File: src/rtl/rxs_pkg.sv
package rxs_pkg;
    localparam int LINE_W = 3;
    localparam int CHAR_W = 8;

    typedef struct packed {
        logic              ovr;
        logic              ferr;
        logic              perr;
        logic              dsc;
        logic [LINE_W-1:0] line;
        logic [CHAR_W-1:0] chr;
    } rxs_entry_t;

    localparam int ENTRY_W = $bits(rxs_entry_t);

    typedef enum logic [1:0] {
        S_EMPTY = 2'd0,
        S_PART  = 2'd1,
        S_FULL  = 2'd2
    } silo_st_e;
endpackage

File: src/rtl/rxs_hold.sv
module rxs_hold
    import rxs_pkg::*;
#(
    parameter int LINE_ID = 0
) (
    input  logic              clk,
    input  logic              rst_n,
    input  logic              ev_chr,
    input  logic              ev_dsc,
    input  logic [CHAR_W-1:0] chr,
    input  logic              perr,
    input  logic              ferr,
    input  logic              grant,
    output logic              req,
    output rxs_entry_t        entry,
    output logic              lost
);
    logic       vld_q;
    rxs_entry_t ent_q;
    rxs_entry_t ent_d;
    logic       ev_any;
    logic       accept;

    assign ev_any = ev_chr | ev_dsc;
    assign accept = !vld_q || grant;

    always_comb begin
        ent_d      = '0;
        ent_d.line = LINE_W'(LINE_ID);
        if (ev_dsc) begin
            ent_d.dsc = 1'b1;
        end else begin
            ent_d.chr  = chr;
            ent_d.perr = perr;
            ent_d.ferr = ferr;
        end
    end

    always_ff @(posedge clk) begin
        if (!rst_n) begin
            vld_q <= 1'b0;
            ent_q <= '0;
        end else if (accept) begin
            vld_q <= ev_any;
            if (ev_any) ent_q <= ent_d;
        end
    end

    assign req   = vld_q;
    assign entry = ent_q;
    assign lost  = (ev_chr && ev_dsc) || (ev_any && !accept);

    // a waiting entry stays put until the arbiter takes it
    p_hold_keeps_r4: assert property (@(posedge clk) disable iff (!rst_n)
        (vld_q && !grant) |=> (vld_q && $stable(ent_q)));
endmodule

File: src/rtl/rxs_arb.sv
module rxs_arb #(
    parameter int N  = 8,
    parameter int IW = 3
) (
    input  logic [N-1:0]  req,
    output logic [N-1:0]  grant,
    output logic [IW-1:0] idx,
    output logic          any
);
    always_comb begin
        grant = '0;
        idx   = '0;
        for (int i = N - 1; i >= 0; i--) begin
            if (req[i]) begin
                grant    = '0;
                grant[i] = 1'b1;
                idx      = IW'(i);
            end
        end
    end

    assign any = |req;
endmodule

File: src/rtl/rxs_fifo.sv
module rxs_fifo
    import rxs_pkg::*;
#(
    parameter int DEPTH = 64,
    parameter int W     = 15
) (
    input  logic         clk,
    input  logic         rst_n,
    input  logic         push,
    input  logic [W-1:0] wdata,
    input  logic         pop,
    output logic [W-1:0] rdata,
    output logic         empty,
    output logic         full
);
    localparam int PTR_W = $clog2(DEPTH);
    localparam int CNT_W = $clog2(DEPTH + 1);

    logic [W-1:0]     mem [DEPTH];
    logic [PTR_W-1:0] wr_ptr, rd_ptr;
    logic [CNT_W-1:0] count_q;
    silo_st_e         state_q, state_d;
    logic             wr, rd;

    assign wr = push && !full;
    assign rd = pop && !empty;

    // next state: T_FIRST, T_FILL, T_DRAIN, T_UNFILL
    always_comb begin
        state_d = state_q;
        unique case (state_q)
            S_EMPTY: if (wr) state_d = S_PART;
            S_PART: begin
                if (wr && !rd && count_q == CNT_W'(DEPTH - 1))
                    state_d = S_FULL;
                else if (rd && !wr && count_q == CNT_W'(1))
                    state_d = S_EMPTY;
            end
            S_FULL:  if (rd) state_d = S_PART;
            default: state_d = S_EMPTY;
        endcase
    end

    always_ff @(posedge clk) begin
        if (!rst_n) state_q <= S_EMPTY;
        else        state_q <= state_d;
    end

    always_comb begin
        empty = (state_q == S_EMPTY);
        full  = (state_q == S_FULL);
    end

    always_ff @(posedge clk) begin
        if (!rst_n) begin
            wr_ptr  <= '0;
            rd_ptr  <= '0;
            count_q <= '0;
        end else begin
            if (wr) wr_ptr <= wr_ptr + 1'b1;
            if (rd) rd_ptr <= rd_ptr + 1'b1;
            count_q <= count_q + CNT_W'(wr) - CNT_W'(rd);
        end
    end

    always_ff @(posedge clk) begin
        if (wr) mem[wr_ptr] <= wdata;
    end

    assign rdata = mem[rd_ptr];

    // occupancy state agrees with the entry count
    p_state_count_r8: assert property (@(posedge clk) disable iff (!rst_n)
        (state_q == S_EMPTY) == (count_q == '0));
    // the count never passes the depth
    p_no_overflow_r6: assert property (@(posedge clk) disable iff (!rst_n)
        count_q <= CNT_W'(DEPTH));
    // a push into a full silo without a read leaves it full
    p_full_drop_r6: assert property (@(posedge clk) disable iff (!rst_n)
        (full && push && !pop) |=> (count_q == CNT_W'(DEPTH)));
endmodule

File: src/rtl/rx_silo.sv
module rx_silo
    import rxs_pkg::*;
#(
    parameter int NLINES = 8,
    parameter int DEPTH  = 64
) (
    input  logic                     clk,
    input  logic                     rst_n,
    input  logic [NLINES-1:0]        line_vld,
    input  logic [NLINES*CHAR_W-1:0] line_data,
    input  logic [NLINES-1:0]        line_perr,
    input  logic [NLINES-1:0]        line_ferr,
    input  logic [NLINES-1:0]        line_mdm,
    input  logic                     rd_en,
    input  logic                     wr_en,
    input  logic [15:0]              wr_data,
    output logic [15:0]              rd_data,
    output logic                     rx_irq,
    output logic [15:0]              silo_param
);
    localparam int IDX_W = (NLINES > 1) ? $clog2(NLINES) : 1;

    logic [NLINES-1:0] req, grant, lost;
    rxs_entry_t        hold_ent [NLINES];
    logic [IDX_W-1:0]  sel_idx;
    logic              push;
    rxs_entry_t        wr_ent;
    logic [ENTRY_W-1:0] head;
    logic              empty, full;
    logic              ovr_q, drop;
    logic [15:0]       param_q;

    for (genvar i = 0; i < NLINES; i++) begin : g_line
        rxs_hold #(.LINE_ID(i)) u_hold (
            .clk   (clk),
            .rst_n (rst_n),
            .ev_chr(line_vld[i]),
            .ev_dsc(line_mdm[i]),
            .chr   (line_data[i*CHAR_W +: CHAR_W]),
            .perr  (line_perr[i]),
            .ferr  (line_ferr[i]),
            .grant (grant[i]),
            .req   (req[i]),
            .entry (hold_ent[i]),
            .lost  (lost[i])
        );
    end

    rxs_arb #(.N(NLINES), .IW(IDX_W)) u_arb (
        .req  (req),
        .grant(grant),
        .idx  (sel_idx),
        .any  (push)
    );

    always_comb begin
        wr_ent     = hold_ent[sel_idx];
        wr_ent.ovr = ovr_q;
    end

    rxs_fifo #(.DEPTH(DEPTH), .W(ENTRY_W)) u_fifo (
        .clk  (clk),
        .rst_n(rst_n),
        .push (push),
        .wdata(wr_ent),
        .pop  (rd_en),
        .rdata(head),
        .empty(empty),
        .full (full)
    );

    assign drop = (push && full) || (|lost);

    always_ff @(posedge clk) begin
        if (!rst_n) ovr_q <= 1'b0;
        else        ovr_q <= drop || (ovr_q && !(push && !full));
    end

    always_ff @(posedge clk) begin
        if (!rst_n)      param_q <= '0;
        else if (wr_en)  param_q <= wr_data;
    end

    assign rd_data    = empty ? 16'h0000 : {1'b1, head};
    assign rx_irq     = !empty;
    assign silo_param = param_q;

    // at most one line is granted per cycle
    p_grant_onehot_r4: assert property (@(posedge clk) disable iff (!rst_n)
        $onehot0(grant));
    // a discard always leaves an overrun pending
    p_ovr_after_drop_r7: assert property (@(posedge clk) disable iff (!rst_n)
        drop |=> ovr_q);
    // valid bit of the read word agrees with the interrupt flag
    p_valid_irq_r8: assert property (@(posedge clk) disable iff (!rst_n)
        rd_data[15] == rx_irq);
    // the parameter register changes only on a write
    p_param_hold_r9: assert property (@(posedge clk) disable iff (!rst_n)
        !wr_en |=> $stable(silo_param));
endmodule

File: config.mk
export PLATFORM = sky130hd
export DESIGN_NAME = rx_silo
export DESIGN_NICKNAME = d
export VERILOG_FILES = /design/src/rtl/rxs_pkg.sv /design/src/rtl/rxs_hold.sv /design/src/rtl/rxs_arb.sv /design/src/rtl/rxs_fifo.sv /design/src/rtl/rx_silo.sv
export SDC_FILE = /design/constraint.sdc
export NUM_CORES = 1
export LEC_CHECK = 0
export BUFFER_PORTS_ARGS = -buffer_cell sky130_fd_sc_hd__buf_2
export CAP_MARGIN = 10
export CELL_PAD_IN_SITES_DETAIL_PLACEMENT = 2
export CELL_PAD_IN_SITES_GLOBAL_PLACEMENT = 2
export CORE_MARGIN = 1.5
export CORE_UTILIZATION = 51
export DETAILED_ROUTE_END_ITERATION = 8
export MAX_ROUTING_LAYER = met4
export PLACE_DENSITY = 0.87
export SETUP_SLACK_MARGIN = 0.02
export SLEW_MARGIN = 20
export SYNTH_ARGS = -nofsm -noshare
export SYNTH_HDL_FRONTEND = slang
export SYNTH_SLANG_ARGS = --single-unit
File: constraint.sdc
create_clock -name clk -period 14.9 [get_ports clk]
set_clock_uncertainty 0.15 [all_clocks]
set_input_delay 0 -clock clk [delete_from_list [all_inputs] [get_ports clk]]
set_output_delay 0 -clock clk [all_outputs]
set_load 0.01 [all_outputs]
==> reports/metrics.cfg, run 1 <==
[clock_network]
htree_levels = 3
cts_buffer_depth = 3
numClockSinks = 1107
ctsHoldBuffers = 254
cts_buffers = 112
cts_setup_buffers = 0
ctsResizeCount = 0
clockRootBuffer = clkbuf_16

[yosys]
synthCells = 2428
synth_top_cell_area_share_pct = 66.1
yosysSeqAreaShare_pct = 72.8
synth_area_leaders = edfxtp_1, mux4_2, dfxtp_1
ys_seq_elements = 1107
syn_nets = 2558
synth_edf_count = 960
yosysWarnings = 0
postSynthAreaPerCell_um2 = 18.0
syn-cell-area_mm2 = 0.0436
ys.flop_type = edfxtp_1
synth_cell_types = 60
synth_top_area_cell = edfxtp_1
async_flop_share_pct = 0

[floorplan]
die_y_um = 296
placementRows = 107
die-width_um = 296
io_pins = 149
start_util_pct = 51.3

[placement]
port_buffers = 148
pre_cts_slack_ns = 9.56
place_hpwl_um = 105000
place_congestion = 0.854

[outcome]
lastStage = clock tree synthesis
status = did not finish
error = [ERROR DPL-0033] detailed placement checks failed during check placement.

## cells by family after synthesis
| family | share of synthesized area (%) |
|---|---|
| adders and majority gates | 0.419 |
| xor gates and xnor gates | 0.261 |
| buffers and inverters | 1.87 |
| and+or+nand+nor | 5.26 |
| muxes | 15.3 |
| DFF | 72.8 |
| AOI/OAI and AO/OA | 4.13 |
## stage by stage
step	utilization [%]	std cells	hold WS (ns)	cell area (µm²)
after detailed placement	54.0	3659	0.104	45900
after global placement	53.9	3659	0.0839	45900
after floorplan	-	2428	-0.0326	43600
## synth_stat cells, types with 28 or more instances
master,n
nand2_1,67
nor3b_1,42
a21oi_1,133
dfxtp_1,147
nor2_1,223
buf_2,48
mux2_2,28
o22ai_1,28
mux2i_1,87
mux4_2,243
o21ai_0,50
clkbuf_1,63
edfxtp_1,960
nor3_1,36
==> inputs of run 2 (changes only) <==
Settings changed: CELL_PAD_IN_SITES_DETAIL_PLACEMENT 2 to not set, CELL_PAD_IN_SITES_GLOBAL_PLACEMENT 2 to not set, CORE_UTILIZATION 51 to 40, MAX_ROUTING_LAYER met4 to not set, PLACE_DENSITY 0.87 to not set, PLACE_DENSITY_LB_ADDON set to 0.15, SETUP_SLACK_MARGIN 0.02 to not set.
==> run 2 against run 1 <==
Compared with the run above: the run now ends clean; synthesized area unchanged; synthesized cell count unchanged.
==> reports/metrics.cfg, run 2 <==
[outcome]
status = completed

[critical_path]
startpoint_type = register
cp_data_arrival_time_ns = 5.23
required_ns = 14.75
crit_type = reg2out
endpoint_kind = output pin
worst-path-max-fanout = 52

[yosys]
syn_nets = 2558
async_flop_share_pct = 0
synth_cell_types = 60
synth_edf_count = 960
ys.flop_type = edfxtp_1
postSynthAreaPerCell_um2 = 18.0
syn-cell-area_mm2 = 0.0436
synth_top_cell_area_share_pct = 66.1
yosysSeqAreaShare_pct = 72.8
yosysMostFrequentCell = edfxtp_1
synth_top_area_cell = edfxtp_1
synth_area_leaders = edfxtp_1, mux4_2, dfxtp_1
ys_seq_elements = 1107
netlist_top_cells_count = edfxtp_1, mux4_2, nor2_1, dfxtp_1, a21oi_1
yosysWarnings = 0
synthCells = 2428

[drt]
drt-total-wl_um = 121000
drt_iter0_markers = 2253
viasPerCell = 5.61
wl_per_cell_um = 27.4
vias = 24800
dr.pass1.iters = 5
ant_nets = 0
drc = 0

[floorplan]
die_y_um = 333
dieArea_mm2 = 0.111
die-width_um = 333
start_util_pct = 40.5
io_pins = 149
coreArea_mm2 = 0.108
placementRows = 120

[final_layout]
final_common_cell = edfxtp_1
registers.top_by_ff_count = u_fifo.mem
largest_reg_flops = 960
drive_gt1_share_pct = 24.2
area_growth_pct = 20.8
postLayoutCellArea_mm2 = 0.0527
layout_common_cells = edfxtp_1, dlygate4sd3_1, mux4_2
final_nets = 3039

[sta]
maxSlewHeadroom_pct = 28.7
min_period_over_period_pct = 36.1
timing.fmax_ghz = 0.186
finalCriticalPeriod_ns = 5.38
setup_viol = 0
fin_tns_setup_ns = 0
rsz0062_at_grt = false
maxSlewViolCount = 0
hold_ws_ns = 0.0587
hold_viol = 0
tightest_slew_ns = 1.07

[clock_network]
tritoncts = done
clock_latency_ns = 0.71
htree_levels = 3
path_clk_slew_ns = 0.06
numClockSinks = 1107
clockRootBuffer = clkbuf_16
cts_setup_buffers = 0
cts_buffer_depth = 3
cts_buffers = 116

[power]
p_leak_nw = 17.3
vdd_drop_max_mv = 0.0968
p_per_area_mw_per_mm2 = 132

[placement]
place_hpwl_um = 69400
placed_cell_area_mm2 = 0.0463
port_buffers = 148
place_congestion = 0.823

[global_route]
grt_pass1_wl_um = 176000
grt_usage_pct = 21.8
antenna_found_initial = 3
overflow = 0
grt_max_degree = 96
grt_pass1_vias = 25800

[hold_path]
holdCritPathClass = in2reg

[job]
cap_violations = 0

run 2: repair_timing:
item                                   CTS  global route
endpoints found under the hold margin  145             0
hold buffers                           263             0
setup endpoints to repair                0             0
resized for setup                        0             0
run 2: logic make-up (layout without fill, tap and decap cells):
group	count (synthesis)	after routing	share of synthesized area (%)
other cells	0	1	0
mux	358	358	15.3
flops	1107	1107	72.8
compound gates	297	297	4.13
buf+inv	170	748	1.87
xor+xnor	13	13	0.261
fa+ha+maj	14	14	0.419
simple gates	469	469	5.26
run 2: worst max-delay path, stage by stage, from the launching register on:
cell and delay [ns]:
dfxtp_4 0.89, buf_4 0.48, buf_16 0.32, buf_4 0.76, mux4_2 0.61, nor3_1 0.20
nor3_1 0.08, a31oi_1 0.51, o21ai_0 0.39, buf_2 0.25
run 2: final cells by class:
cell class,instances,area [µm²]
Antenna cell,1,2.50
Clock buffer,143,3100
Clock inverter,72,693
Fill cell,8799,54900
Inverter,24,92.6
Multi-Input combinational cell,1151,11100
Sequential cell,1107,31800
Tap cell,1403,1760
Timing Repair Buffer,509,4150
run 2: where the power goes:
part	switching [mW]	internal, mW	leakage (nW)
clock	1.20	1.69	1.84
combinational	0.331	0.225	5.42
sequential	0.0334	3.46	10.0
total	1.57	5.38	17.3
run 2: worst paths after layout:
kind                          endpoint  slack, ns  cells past startpoint                       from
max                         rd_data[7]       9.52                      9                   register
max reg2reg  g_line[6].u_hold.entry[1]      11.12                      7       g_line[3].u_hold.req
min reg2reg  g_line[1].u_hold.entry[8]       0.31                      2  g_line[1].u_hold.entry[8]
min               g_line[2].u_hold.req       0.06                      4                line_vld[2]
run 2: stage by stage:
| stage | setup slack (ns) | instances | util [%] | power [mW] |
|---|---|---|---|---|
| floorplan | 9.98 | 2428 | - | 3.87 |
| global placement | 9.84 | 3930 | 43.0 | 4.05 |
| detailed placement | 9.85 | 3930 | 43.0 | 4.06 |
| CTS | 9.05 | 4408 | 48.9 | 6.99 |
| global route | 9.13 | 4410 | 49.0 | 7.16 |
| finish | 9.52 | 4410 | 49.0 | 6.95 |
run 2: routing by layer:
layer  GRT usage, %  vias up  wire length (µm)
li1               -    10700                 -
met1           30.2    13000             51800
met5              0        -                13
met2           35.6      944             58100
met3           3.59      169              7850
met4           6.03        2              3220
(Power assumes the default switching activity.)
